--- src/rtl/dcal_pkg.sv ---
// Shared types for the dual-side calibrator.
// Assumes: nothing beyond IEEE 1800-2017.
package dcal_pkg;
    typedef enum logic [1:0] {
        AF_IDLE,
        AF_OFFSET,
        AF_GAIN,
        AF_DIVIDE
    } af_state_e;
endpackage

--- src/rtl/dcal_coef_bank.sv ---
// Coefficient store: one offset and one gain per slot.
// Written by the register port and by the learning engine. A learning
// load issued in the same cycle as a port write wins.
// Assumes GAIN_W <= RAW_W, so a gain fits in the low bits of wr_data.
module dcal_coef_bank #(
    parameter int N_SLOT = 4,
    parameter int RAW_W  = 20,
    parameter int GAIN_W = 18,
    parameter int FRAC   = 16,
    localparam int SLOT_W = $clog2(N_SLOT)
) (
    input  logic                           clk,
    input  logic                           rst_n,
    input  logic                           wr_en,
    input  logic [SLOT_W-1:0]              wr_slot,
    input  logic                           wr_gain,
    input  logic [RAW_W-1:0]               wr_data,
    input  logic                           off_load,
    input  logic [N_SLOT-1:0][RAW_W-1:0]   off_mean,
    input  logic                           gain_load,
    input  logic [SLOT_W-1:0]              gain_slot,
    input  logic [GAIN_W-1:0]              gain_val,
    output logic [N_SLOT-1:0][RAW_W-1:0]   offset,
    output logic [N_SLOT-1:0][GAIN_W-1:0]  gain
);
    localparam logic [GAIN_W-1:0] UNITY = GAIN_W'(1) << FRAC;

    logic [RAW_W-1:0]  off_q  [N_SLOT];
    logic [GAIN_W-1:0] gain_q [N_SLOT];

    for (genvar i = 0; i < N_SLOT; i++) begin : g_slot
        // Holds and updates the pair for slot i.
        always_ff @(posedge clk) begin
            if (!rst_n) begin
                off_q[i]  <= '0;
                gain_q[i] <= UNITY;
            end else begin
                if (wr_en && wr_slot == SLOT_W'(i)) begin
                    if (wr_gain) gain_q[i] <= wr_data[GAIN_W-1:0];
                    else         off_q[i]  <= wr_data;
                end
                if (off_load)                             off_q[i]  <= off_mean[i];
                if (gain_load && gain_slot == SLOT_W'(i)) gain_q[i] <= gain_val;
            end
        end
        assign offset[i] = off_q[i];
        assign gain[i]   = gain_q[i];
    end
endmodule

--- src/rtl/dcal_datapath.sv ---
// Two-stage correction pipe. Stage one snapshots the sample together with
// its coefficients and the enable, so a later write cannot reach a
// multiply already under way. Stage two computes (raw - off) * gain,
// scales it, saturates it and registers it.
// Assumes OUT_W > RAW_W and RAW_W + GAIN_W + 2 >= OUT_W.
module dcal_datapath #(
    parameter int RAW_W  = 20,
    parameter int GAIN_W = 18,
    parameter int FRAC   = 16,
    parameter int OUT_W  = 24
) (
    input  logic              clk,
    input  logic              rst_n,
    input  logic              in_valid,
    input  logic [RAW_W-1:0]  in_raw,
    input  logic [RAW_W-1:0]  coef_off,
    input  logic [GAIN_W-1:0] coef_gain,
    input  logic              cal_en,
    input  logic              hold,
    output logic              out_valid,
    output logic [OUT_W-1:0]  out_data
);
    localparam int PW = RAW_W + GAIN_W + 2;
    localparam logic signed [PW-1:0] MAXV = {{(PW-OUT_W+1){1'b0}}, {(OUT_W-1){1'b1}}};
    localparam logic signed [PW-1:0] MINV = ~MAXV;

    logic              s1_valid, s1_en;
    logic [RAW_W-1:0]  s1_raw, s1_off;
    logic [GAIN_W-1:0] s1_gain;
    logic signed [RAW_W:0] diff;
    logic signed [PW-1:0]  prod, scaled;
    logic [OUT_W-1:0]      result;

    // Stage one: capture the sample with the coefficients in force now.
    always_ff @(posedge clk) begin
        if (!rst_n) begin
            s1_valid <= 1'b0;
            s1_en    <= 1'b0;
            s1_raw   <= '0;
            s1_off   <= '0;
            s1_gain  <= '0;
        end else begin
            s1_valid <= in_valid;
            if (in_valid) begin
                s1_en   <= cal_en;
                s1_raw  <= in_raw;
                s1_off  <= coef_off;
                s1_gain <= coef_gain;
            end
        end
    end

    // Subtract first, multiply, floor-scale, then clamp to the output range.
    always_comb begin
        diff   = $signed({1'b0, s1_raw}) - $signed({1'b0, s1_off});
        prod   = diff * $signed({1'b0, s1_gain});
        scaled = prod >>> FRAC;
        if (!s1_en)             result = {{(OUT_W-RAW_W){1'b0}}, s1_raw};
        else if (scaled > MAXV) result = MAXV[OUT_W-1:0];
        else if (scaled < MINV) result = MINV[OUT_W-1:0];
        else                    result = scaled[OUT_W-1:0];
    end

    // Stage two: register the result; suppress valid while the divider holds.
    always_ff @(posedge clk) begin
        if (!rst_n) begin
            out_valid <= 1'b0;
            out_data  <= '0;
        end else begin
            out_valid <= s1_valid && !hold;
            if (s1_valid) out_data <= result;
        end
    end


    property latency_p;
        @(posedge clk) disable iff (!rst_n) out_valid |-> $past(in_valid, 2);
    endproperty
    latency_chk: assert property (latency_p);
endmodule

--- src/rtl/dcal_autofind.sv ---
// Learning engine. It averages 2**AVG_LOG2 samples per slot and either
// hands the means over as offsets or divides the offset-corrected A level
// by the B level, one input at a time, to produce B-side gains.
// Assumes start pulses arrive only while idle; other pulses are ignored.
module dcal_autofind
    import dcal_pkg::*;
#(
    parameter int N_IN     = 2,
    parameter int RAW_W    = 20,
    parameter int GAIN_W   = 18,
    parameter int FRAC     = 16,
    parameter int AVG_LOG2 = 8,
    localparam int N_SLOT = 2 * N_IN,
    localparam int SLOT_W = $clog2(N_SLOT),
    localparam int CH_W   = $clog2(N_IN)
) (
    input  logic                          clk,
    input  logic                          rst_n,
    input  logic                          go_off,
    input  logic                          go_gain,
    input  logic                          smp_valid,
    input  logic [SLOT_W-1:0]             smp_slot,
    input  logic [RAW_W-1:0]              smp_raw,
    input  logic [N_SLOT-1:0][RAW_W-1:0]  cur_off,
    output logic                          off_load,
    output logic [N_SLOT-1:0][RAW_W-1:0]  mean,
    output logic                          gain_load,
    output logic [SLOT_W-1:0]             gain_slot,
    output logic [GAIN_W-1:0]             gain_val,
    output logic                          busy,
    output logic                          done
);
    localparam int AVG_N = 1 << AVG_LOG2;
    localparam int ACC_W = RAW_W + AVG_LOG2;
    localparam int CNT_W = AVG_LOG2 + 1;
    localparam int DW    = RAW_W + FRAC;
    localparam int BC_W  = $clog2(DW + 1);

    af_state_e        state;
    logic [ACC_W-1:0] acc [N_SLOT];
    logic [CNT_W-1:0] cnt [N_SLOT];
    logic [N_SLOT-1:0] full;
    logic acc_clr, acc_on;

    logic [CH_W-1:0]  ch;
    logic             run;
    logic [DW-1:0]    dvd, quo;
    logic [RAW_W-1:0] rem, dsr;
    logic [BC_W-1:0]  bits;
    logic [RAW_W-1:0] m_a, m_b, o_a, o_b, lvl_a, lvl_b;
    logic [RAW_W:0]   trial;

    assign acc_clr = (state == AF_IDLE) && (go_off || go_gain);
    assign acc_on  = (state == AF_OFFSET) || (state == AF_GAIN);
    assign busy    = (state == AF_DIVIDE);

    for (genvar i = 0; i < N_SLOT; i++) begin : g_acc
        // Sums the first AVG_N samples of slot i and drops the rest.
        always_ff @(posedge clk) begin
            if (!rst_n || acc_clr) begin
                acc[i] <= '0;
                cnt[i] <= '0;
            end else if (acc_on && smp_valid && smp_slot == SLOT_W'(i) && !full[i]) begin
                acc[i] <= acc[i] + ACC_W'(smp_raw);
                cnt[i] <= cnt[i] + 1'b1;
            end
        end
        assign full[i] = (cnt[i] == CNT_W'(AVG_N));
        assign mean[i] = acc[i][ACC_W-1:AVG_LOG2];


        cnt_bound_chk: assert property (@(posedge clk) disable iff (!rst_n)
            cnt[i] <= CNT_W'(AVG_N));
    end

    // Offset-corrected A and B levels of the input being divided, floored at 0.
    always_comb begin
        m_a   = mean[{ch, 1'b0}];
        m_b   = mean[{ch, 1'b1}];
        o_a   = cur_off[{ch, 1'b0}];
        o_b   = cur_off[{ch, 1'b1}];
        lvl_a = (m_a > o_a) ? m_a - o_a : '0;
        lvl_b = (m_b > o_b) ? m_b - o_b : '0;
        trial = {rem, dvd[DW-1]};
    end

    // Sequence control plus a restoring divider, one quotient bit per cycle.
    always_ff @(posedge clk) begin
        if (!rst_n) begin
            state     <= AF_IDLE;
            done      <= 1'b0;
            off_load  <= 1'b0;
            gain_load <= 1'b0;
            gain_slot <= '0;
            gain_val  <= '0;
            ch        <= '0;
            run       <= 1'b0;
            dvd       <= '0;
            quo       <= '0;
            rem       <= '0;
            dsr       <= '0;
            bits      <= '0;
        end else begin
            off_load  <= 1'b0;
            gain_load <= 1'b0;
            case (state)
                AF_IDLE: begin
                    if (go_off) begin
                        state <= AF_OFFSET;
                        done  <= 1'b0;
                    end else if (go_gain) begin
                        state <= AF_GAIN;
                        done  <= 1'b0;
                    end
                end
                AF_OFFSET: if (&full) begin
                    off_load <= 1'b1;
                    done     <= 1'b1;
                    state    <= AF_IDLE;
                end
                AF_GAIN: if (&full) begin
                    state <= AF_DIVIDE;
                    ch    <= '0;
                    run   <= 1'b0;
                end
                AF_DIVIDE: begin
                    if (!run) begin
                        dvd  <= {lvl_a, {FRAC{1'b0}}};
                        dsr  <= lvl_b;
                        rem  <= '0;
                        quo  <= '0;
                        bits <= BC_W'(DW);
                        run  <= 1'b1;
                    end else if (bits != '0) begin
                        if (trial >= {1'b0, dsr}) begin
                            rem <= RAW_W'(trial - {1'b0, dsr});
                            quo <= {quo[DW-2:0], 1'b1};
                        end else begin
                            rem <= trial[RAW_W-1:0];
                            quo <= {quo[DW-2:0], 1'b0};
                        end
                        dvd  <= dvd << 1;
                        bits <= bits - 1'b1;
                    end else begin
                        gain_load <= 1'b1;
                        gain_slot <= {ch, 1'b1};
                        gain_val  <= (|quo[DW-1:GAIN_W]) ? {GAIN_W{1'b1}} : quo[GAIN_W-1:0];
                        run       <= 1'b0;
                        if (ch == CH_W'(N_IN - 1)) begin
                            state <= AF_IDLE;
                            done  <= 1'b1;
                        end else begin
                            ch <= ch + 1'b1;
                        end
                    end
                end
                default: state <= AF_IDLE;
            endcase
        end
    end


    done_idle_chk: assert property (@(posedge clk) disable iff (!rst_n)
        done |-> state == AF_IDLE);
endmodule

--- src/rtl/dualside_cal.sv ---
// Top of the dual-side offset/gain corrector. It routes each sample's
// slot {chan, side} to the coefficient bank, keeps the correction enable
// and ties the learning engine to the bank and the datapath.
// Assumes one sample per cycle at most and strobes of one cycle.
module dualside_cal
    import dcal_pkg::*;
#(
    parameter int N_IN     = 2,
    parameter int RAW_W    = 20,
    parameter int GAIN_W   = 18,
    parameter int FRAC     = 16,
    parameter int OUT_W    = 24,
    parameter int AVG_LOG2 = 8,
    localparam int CH_W   = $clog2(N_IN),
    localparam int N_SLOT = 2 * N_IN,
    localparam int SLOT_W = $clog2(N_SLOT)
) (
    input  logic             clk,
    input  logic             rst_n,
    input  logic             in_valid,
    input  logic [CH_W-1:0]  in_chan,
    input  logic             in_side,
    input  logic [RAW_W-1:0] in_raw,
    input  logic             wr_en,
    input  logic [CH_W-1:0]  wr_chan,
    input  logic             wr_side,
    input  logic             wr_gain,
    input  logic [RAW_W-1:0] wr_data,
    input  logic             cal_on_stb,
    input  logic             cal_off_stb,
    input  logic             af_offset_go,
    input  logic             af_gain_go,
    output logic             af_done,
    output logic             cal_active,
    output logic             out_valid,
    output logic [OUT_W-1:0] out_data
);
    logic [SLOT_W-1:0]             slot;
    logic [N_SLOT-1:0][RAW_W-1:0]  offset, mean;
    logic [N_SLOT-1:0][GAIN_W-1:0] gain;
    logic                          off_load, gain_load, af_busy;
    logic [SLOT_W-1:0]             gain_slot;
    logic [GAIN_W-1:0]             gain_val;

    assign slot = {in_chan, in_side};

    // Correction enable: strobes and a finished offset run set it; off clears.
    always_ff @(posedge clk) begin
        if (!rst_n) begin
            cal_active <= 1'b0;
        end else begin
            if (cal_off_stb)             cal_active <= 1'b0;
            if (cal_on_stb || off_load)  cal_active <= 1'b1;
        end
    end

    dcal_coef_bank #(
        .N_SLOT(N_SLOT), .RAW_W(RAW_W), .GAIN_W(GAIN_W), .FRAC(FRAC)
    ) u_bank (
        .clk(clk), .rst_n(rst_n),
        .wr_en(wr_en), .wr_slot({wr_chan, wr_side}), .wr_gain(wr_gain), .wr_data(wr_data),
        .off_load(off_load), .off_mean(mean),
        .gain_load(gain_load), .gain_slot(gain_slot), .gain_val(gain_val),
        .offset(offset), .gain(gain)
    );

    dcal_autofind #(
        .N_IN(N_IN), .RAW_W(RAW_W), .GAIN_W(GAIN_W), .FRAC(FRAC), .AVG_LOG2(AVG_LOG2)
    ) u_learn (
        .clk(clk), .rst_n(rst_n),
        .go_off(af_offset_go), .go_gain(af_gain_go),
        .smp_valid(in_valid), .smp_slot(slot), .smp_raw(in_raw),
        .cur_off(offset),
        .off_load(off_load), .mean(mean),
        .gain_load(gain_load), .gain_slot(gain_slot), .gain_val(gain_val),
        .busy(af_busy), .done(af_done)
    );

    dcal_datapath #(
        .RAW_W(RAW_W), .GAIN_W(GAIN_W), .FRAC(FRAC), .OUT_W(OUT_W)
    ) u_path (
        .clk(clk), .rst_n(rst_n),
        .in_valid(in_valid), .in_raw(in_raw),
        .coef_off(offset[slot]), .coef_gain(gain[slot]),
        .cal_en(cal_active), .hold(af_busy),
        .out_valid(out_valid), .out_data(out_data)
    );


    busy_hold_chk: assert property (@(posedge clk) disable iff (!rst_n)
        af_busy |=> !out_valid);


    passthru_chk: assert property (@(posedge clk) disable iff (!rst_n)
        ($past(in_valid, 2) && !$past(cal_active, 2) && !$past(af_busy))
        |-> (out_valid && out_data == {{(OUT_W-RAW_W){1'b0}}, $past(in_raw, 2)}));


    enable_rise_chk: assert property (@(posedge clk) disable iff (!rst_n)
        $rose(cal_active) |-> ($past(cal_on_stb) || $past(off_load)));
endmodule

--- config.mk ---
export PLATFORM = sky130hd
export DESIGN_NAME = dualside_cal
export DESIGN_NICKNAME = d
export VERILOG_FILES = /design/src/rtl/dcal_pkg.sv /design/src/rtl/dcal_coef_bank.sv /design/src/rtl/dcal_datapath.sv /design/src/rtl/dcal_autofind.sv /design/src/rtl/dualside_cal.sv
export SDC_FILE = /design/constraint.sdc
export NUM_CORES = 2
export LEC_CHECK = 0
export BUFFER_PORTS_ARGS = -buffer_cell sky130_fd_sc_hd__buf_2
export CORE_UTILIZATION = 54
export DETAILED_ROUTE_END_ITERATION = 12
export MAX_ROUTING_LAYER = met4
export PLACE_DENSITY = 0.67
export SYNTH_ARGS = -nofsm -noshare
export SYNTH_HDL_FRONTEND = slang
export SYNTH_SLANG_ARGS = --single-unit
export TNS_END_PERCENT = 20
--- constraint.sdc ---
create_clock -name clk -period 10.8 [get_ports clk]
set_input_delay 2.16 -clock clk [delete_from_list [all_inputs] [get_ports clk]]
set_output_delay 2.16 -clock clk [all_outputs]
set_load 0.01 [all_outputs]
---- Word-level counts from Yosys, hierarchy flattened ----
Memories as Yosys holds them, arrays and structs flattened.
Index checks and enable logic that the tools add are counted.
storage, ports and cells
  register bits after elaboration ......... 231
  memory bits (writable) .................. 300
  bits of input ports ..................... 53
  logic and storage cells ................. 280
  memories ................................ 4
memory list
  name           depth  bits a word  read ports  clocked after Yosys merged registers in  write ports  RTL line              source
  u_learn.acc    4      28           4           0                                        4            dcal_autofind.sv:40   logic [ACC_W-1:0] acc [N_SLOT];
  u_bank.off_q   4      20           4           0                                        4            dcal_coef_bank.sv:28  logic [RAW_W-1:0] off_q [N_SLOT];
  u_bank.gain_q  4      18           4           0                                        4            dcal_coef_bank.sv:29  logic [GAIN_W-1:0] gain_q [N_SLOT];
  u_learn.cnt    4      9            4           0                                        4            dcal_autofind.sv:41   logic [CNT_W-1:0] cnt [N_SLOT];
operators by class
  add/sub/neg operators ................... 14
  $mul .................................... 1
  $lt $le $gt $ge ......................... 8
  equality and inequality tests ........... 23
  mux-type cells .......................... 135
  bitwise logic cells ..................... 26
  reductions and logical operators ........ 48
operator list
  operator                                                number
  two-way mux 20 bit                                      22
  two-way mux 18 bit                                      10
  two-way mux 36 bit                                      4
  adder 28 x 20 -> 28 bit                                 4
  two-way mux 28 bit                                      4
  two-way mux 1 bit                                       73
  two-way mux 24 bit                                      3
  subtractor 20 bit                                       3
  binary-select mux 20 bit (select 2 bit)                 1
  greater-than comparator 20 bit                          2
  multiplier 21 x 19 -> 40 bit                            1
  adder 9 x 1 -> 9 bit (second input constant)            4
  binary-select mux 18 bit (select 2 bit)                 1
  == test 9 bit (second input constant)                   4
  two-way mux 9 bit                                       4
  greater-than comparator 24 bit (second input constant)  1
  less-than comparator 24 bit (second input constant)     1
  OR 1 bit                                                24
  >= comparator 21 x 20 -> 1 bit                          1
  subtractor 20 x 20 -> 21 bit                            1
  logical AND 1 bit                                       19
  OR reduction 18 bit                                     1
  == test 2 bit (second input constant)                   8
  two-way mux 2 bit                                       7
  21 further kinds                                        52

---- Longest topological paths before layout ----
  depth after elaboration ................. 9
  mapped depth ............................ 35
  gate-level depth less buffers ........... 33

---- Hierarchy ----
Synthesis repeated with hierarchy kept, for this count alone.
second synthesis, totals
  cells, all modules ...................... 4797
  area total of the unflattened synthesis .. 45795.2 sq um
by module, submodules not included
  module          times used  cells an instance  area each (sq um)
  dcal_datapath   1           2187               19189.7
  dcal_autofind   1           1992               18875.6
  dcal_coef_bank  1           569                6761.5
  dualside_cal    1           49                 968.4

---- Worst setup path after synthesis ----
OpenSTA, ideal clock, no wires.
  kind .................................... register -> register
  start ................................... register u_path.s1_off[2]
  end ..................................... register u_path.out_data[23]
  library setup time ...................... 87 ps
  data arrival time ....................... 8202 ps
  required time ........................... 10713 ps
  setup slack ............................. 2511 ps
  stages on the path, launching flop included .. 35
  clock period less this slack ............ 8289 ps
  cells stage by stage .................... dfxtp_1 -> inv_1 -> ha_1 -> nor2b_1 -> o21ai_1 -> a21boi_1 -> o211ai_1 -> a21oi_1 -> nor3_1 -> nor2_1 -> a311oi_2 -> clkbuf_1 -> nand2_1 -> fa_1 -> inv_1 -> fa_1 -> inv_1 -> fa_1 -> inv_1 -> fa_1 -> fa_1 -> inv_1 -> fa_1 -> inv_1 -> ha_1 -> buf_2 -> nand3_1 -> or4_4 -> or3_1 -> o22ai_2 -> a211oi_2 -> o31ai_4 -> a211oi_1 -> o21a_1 -> o31ai_1
on the way
  cells in the longest elaborated chain, start to end .. 6
ends and longest elaborated chain
  item                              RTL line             source
  from (decl)                       dcal_datapath.sv:28  logic [RAW_W-1:0] s1_raw, s1_off;
  from (signal assigned)            dcal_datapath.sv:47  s1_off <= coef_off;
  subtractor 20 x 20 -> 21 bit (*)  dcal_datapath.sv:55  diff = $signed({1'b0, s1_raw}) - $signed({1'b0, s1_off});
  multiplier 21 x 19 -> 40 bit (*)  dcal_datapath.sv:56  prod = diff * $signed({1'b0, s1_gain});
  less-than comparator 24 bit       dcal_datapath.sv:60  else if (scaled < MINV) result = MINV[OUT_W-1:0];
  two-way mux 24 bit                dcal_datapath.sv:60
  two-way mux 24 bit (*)            dcal_datapath.sv:59  else if (scaled > MAXV) result = MAXV[OUT_W-1:0];
  two-way mux 24 bit (*)            dcal_datapath.sv:58  if (!s1_en) result = {{(OUT_W-RAW_W){1'b0}}, s1_raw};
  to (signal assigned)              dcal_datapath.sv:71  if (s1_valid) out_data <= result;
  to (decl)                         dcal_datapath.sv:21  output logic [OUT_W-1:0] out_data
Mark *: on every way between the ends. The rest lies on a longest branch, timed or not.
A chain may end at the register's enable or synchronous reset.

---- Worst setup path after layout ----
  start ................................... register u_path.s1_raw[0]
  end ..................................... register u_path.out_data[23]
on the way
  cells in the longest elaborated chain, start to end .. 6
ends and longest elaborated chain
  item                              RTL line             source
  from (decl)                       dcal_datapath.sv:28
  from (signal assigned)            dcal_datapath.sv:46  s1_raw <= in_raw;
  subtractor 20 x 20 -> 21 bit (*)  dcal_datapath.sv:55
  multiplier 21 x 19 -> 40 bit (*)  dcal_datapath.sv:56
  less-than comparator 24 bit       dcal_datapath.sv:60
  two-way mux 24 bit                dcal_datapath.sv:60
  two-way mux 24 bit (*)            dcal_datapath.sv:59
  two-way mux 24 bit (*)            dcal_datapath.sv:58
Marks and branches as above.

==> results summary <==
The flow ran to the end, and the final reports show no timing, DRC or antenna violations. In the routed design, unresolved DRC markers number 0. Once the clock tree was built, the setup fixing pass inserted 0 buffers. The total CTS buffers is 55. The sequential share of power came out at 22.6%. The initial cell density of the core is 54.8%. Input and output buffers added on the ports amount to 79. The fill cell instance count of the final layout came out at 6958.

The worst hold path was traced through 2 stages. The net count after synthesis came out at 5149. The type of element capturing the critical path is a flop.

The area of the die came out at 81800 um2. The worst setup timing slack at the placement stage is 1.35 ns. During I/O placement, the number of pins put on the boundary was 80. For this design, the slowest cell found on the critical path is xor2_1. The total power per unit cell area is 243 nW/um2. The startpoint identified for the worst hold timing path is u_path.out_data[21].

The combined flip-flop and latch cell area is 13300 um2. The last weighted congestion value of the routability-driven placer came out at 0.940. The maximum resistive drop on vdd came out at 0.249 mV. The sum of negative setup slack is 0 ns. For this run, the leading register cell type out of synthesis is edfxtp_1. The sink of the worst hold path is u_path.out_data[21]. The post-synthesis share of cell area spent on xor and xnor gates came out at 3.84%. The post-layout total power came out at 0.0114 W. The final-stage net count is 5161. For this run, asynchronously set or reset flops after synthesis account for 0%. The critical path class is flop to flop. The worst slew slack as a fraction of its limit came out at 13.1%.

The total overflow reported by the global router came out at 0. The depth of the worst register-to-register path is 31. The DRC marker count from the first detailed-route iteration is 2483. After synthesis, the largest family of logic cells by area is adder cells. The compound-cell area share of the yosys netlist came out at 13.5%. The maximum clock skew at final layout came out at 0.0676 ns.

The number of distinct library cell variants in the gate-level netlist after synthesis is 85. The via count normalized by instance count came out at 5.90. The worst register-to-register path ends at u_path.out_data[23]. The floorplan step set the die width to 286 um. The reg-to-reg setup timing slack came out at 1.31 ns. The number of flops mapped to enable cells by yosys came out at 300.

The final-report hold violation count is 0. The count of yosys warnings during synthesis is 0. The routed design has 119000 um of wire. In the final layout, the multi-input gates occupy 27400 um2. The data arrival time of the critical path is 9.99 ns.

The portion of the post-synthesis area used by sequential elements is 30.6%. In this run, post-CTS hold repair placed 0 buffers. The share of the core filled with cells came out at 59.3%. Data on the critical path is required at its endpoint by 11.31 ns. The share of cells above drive strength 1 is 8.48%. The synthesized area per cell came out at 9.82 um2. No sink is reached through more buffers than the 3 on the longest clock path. The combinational group share of total power came out at 59.9%. The detailed-route via count came out at 32700. The cell sitting at the root of the clock tree is a clkbuf_16.

The number of antenna violations at the first check in global routing came to 3. The maximum clock frequency came out at 0.105 GHz. The total standard cell area after synthesis is 43500 um2. The net switching component of the power came out at 0.00533 W. The area of all placed cells without fillers came out at 47000 um2. The number of instances resized during post-cts repair came out at 0.

The most prevalent standard cell on the critical path is fa_1. The flip-flop and latch count after synthesis came out at 515. The fraction of synthesized area in multiplexers is 5.87%. The simple-gate share of the synthesized area came out at 13.8%. The number of clock sinks came out at 515. The number of nets with antenna violations after routing came out at 0. The analysis attributes to cell leakage a power of 20.8 nW. The max-capacitance violation count is 0. The arithmetic-cell share of the synthesized area counting full adders, half adders and majority gates is 25.7%.

The family of cells with the greatest summed delay on the critical path is adder cells. In the final routed layout, each cell accounts on average for 21.6 um. The clock slew seen by the registers of the worst setup and hold paths is 0.07 ns. The relative area change from synthesis to final layout came out at 8.05%. The count of TritonRoute iterations in the first routing pass is 6. The detailed placer's ending HPWL is 89400 um. The final max-slew violation count is 0. The worst setup path is launched from a flop. The internal power consumption came out at 0.00609 W.

The first-pass GRT wire length came out at 188000 um. The area of the core is 79400 um2. Of all nets on the critical path, the largest fanout is 11. The number of endpoints failing setup at the final stage is 0. The share of power burned in the clock network is 17.5%. The path class of the tightest hold or removal check is flop to flop. The CTS tree is built. The maximum number of pins on one net before global-route repair came out at 80. The standard-cell row count came out at 103. The delay of the slowest cell on the worst path is 0.97 ns. The global routing usage summed across all routing layers is 30.5%. The clock network latency to the later pin of the worst-skew pair came out at 0.65 ns. The synthesized instance count came out at 4433. The count of buffering cells on the critical path with inverters included came out at 4. After layout, the worst setup slack is 1.31 ns. The floorplan step set the die height to 286 um. Setup repair after global routing left no endpoint under its margin. The standard cell area after detailed placement is 45100 um2.

The switching fraction of total power came out at 46.7%. The number of H-tree branching levels is 2. At the pin with the least slew margin, the transition time is 1.29 ns.

The number of global-route vias before repair came to 32200. The worst path uses 87.8% of the clock period. The time the worst path needs with I/O delays and setup came out at 9.49 ns. The worst register-to-register path begins at u_path.s1_raw[0].
## power by group through the flow
stage / registers, W / logic (W) / clock network (W)
floorplan: 0.00252 / 0.00499 / 0
global placement: 0.00261 / 0.00665 / 0
detailed placement: 0.00262 / 0.00671 / 0
CTS: 0.00258 / 0.00678 / 0.00203
global route: 0.00261 / 0.00767 / 0.00210
finish: 0.00258 / 0.00684 / 0.00199
## through the flow
step           hold WS (ns)  std cells
2_1_floorplan         0.427       4433
3_3_place_gp          0.433       5438
3_5_place_dp          0.446       5438
4_1_cts               0.466       5542
5_1_grt               0.481       5544
6_report              0.460       5544
## Yosys cell counts (all sizes together), types with 38 or more instances
| cell | number | area [um2] |
|---|---|---|
| nand2b | 43 | 269 |
| ha | 275 | 3440 |
| mux4 | 38 | 856 |
| nor3 | 45 | 225 |
| edfxtp | 300 | 9010 |
| inv | 580 | 2180 |
| nand2 | 364 | 1370 |
| fa | 388 | 7770 |
| dfxtp | 215 | 4300 |
| xor2 | 78 | 683 |
| mux2 | 39 | 439 |
| and2 | 215 | 1350 |
| o21ai | 142 | 711 |
| xnor2 | 113 | 990 |
| nor2b | 52 | 325 |
| nor2 | 353 | 1330 |
| a22o | 141 | 1230 |
| clkbuf | 158 | 593 |
| nand3 | 62 | 310 |
| a21oi | 184 | 928 |
| mux2i | 126 | 1260 |
| a21o | 82 | 616 |
| a22oi | 42 | 315 |
## worst max-delay path by stage
stage                           startpoint                  end  slack [ns]  cells after the start
after floorplan           u_path.s1_off[2]  u_path.out_data[23]        2.51                     34
after global placement    u_path.s1_raw[0]  u_path.out_data[23]        1.45                     32
after detailed placement  u_path.s1_raw[0]  u_path.out_data[23]        1.35                     31
after CTS                 u_path.s1_raw[0]  u_path.out_data[23]        1.35                     31
after global routing      u_path.s1_raw[0]  u_path.out_data[23]        0.83                     32
final                     u_path.s1_raw[0]  u_path.out_data[23]        1.31                     31
## registers in the layout, indices dropped and copies added (netlist names), 2 cells and up
register,flops
u_path.s1_raw,20
u_learn.gain_slot,2
u_learn.quo,36
u_learn.gain_val,18
u_learn.acc,112
u_learn.dvd,20
u_path.s1_gain,18
u_learn.state,2
u_bank.off_q,80
u_learn.rem,20
u_learn.cnt,36
u_path.s1_off,20
u_learn.bits,6
u_learn.dsr,20
u_path.out_data,24
u_bank.gain_q,72
## kinds of logic after synthesis
logic type	count (synthesis)
AND/OR/NAND/NOR	1261
multiplexers	203
AO/OA/AOI/OAI	830
adder cells (fa/ha/maj)	663
XOR/XNOR	191
buffers and inverters	770
flip-flops	515
## worst register-to-register path: cells and delay by family (launching register included)
kind | cells | cell delay (ns)
AO/OA/AOI/OAI | 11 | 2.29
XOR/XNOR | 1 | 0.97
adder cells (fa/ha/maj) | 9 | 4.07
buffers and inverters | 4 | 0.19
flip-flops | 1 | 0.35
AND/OR/NAND/NOR | 6 | 1.51
## cells in the final DEF, fill, tap and decap left out, types with 78 or more instances in the layout
cell type / n
a21o_1: 82
a21oi_1: 182
a22o_1: 141
and2_1: 214
buf_2: 78
dfxtp_1: 214
edfxtp_1: 300
fa_1: 388
ha_1: 275
inv_1: 579
mux2i_1: 126
nand2_1: 360
nor2_1: 349
o21ai_0: 127
xnor2_1: 113
## cell type report
type                       instances  area share [%]
antenna                            2          0.0106
clock buffer                      75            3.24
clock inverter                    29           0.787
inverter                         580            4.63
multi-input combinational       3148            58.3
sequential                       515            28.3
tap                             1050            2.79
timing repair buffer             145            1.90
## routing by layer
| layer | track usage, % | up-vias | wire (um) |
|---|---|---|---|
| met5 | - | - | 0 |
| met4 | 8.37 | 0 | 3590 |
| met3 | 4.56 | 195 | 8890 |
| met1 | 40.9 | 16200 | 51300 |
| met2 | 48.3 | 1129 | 55700 |
| li1 | - | 15200 | - |
No activity file was read; power rests on OpenSTA's default activity.
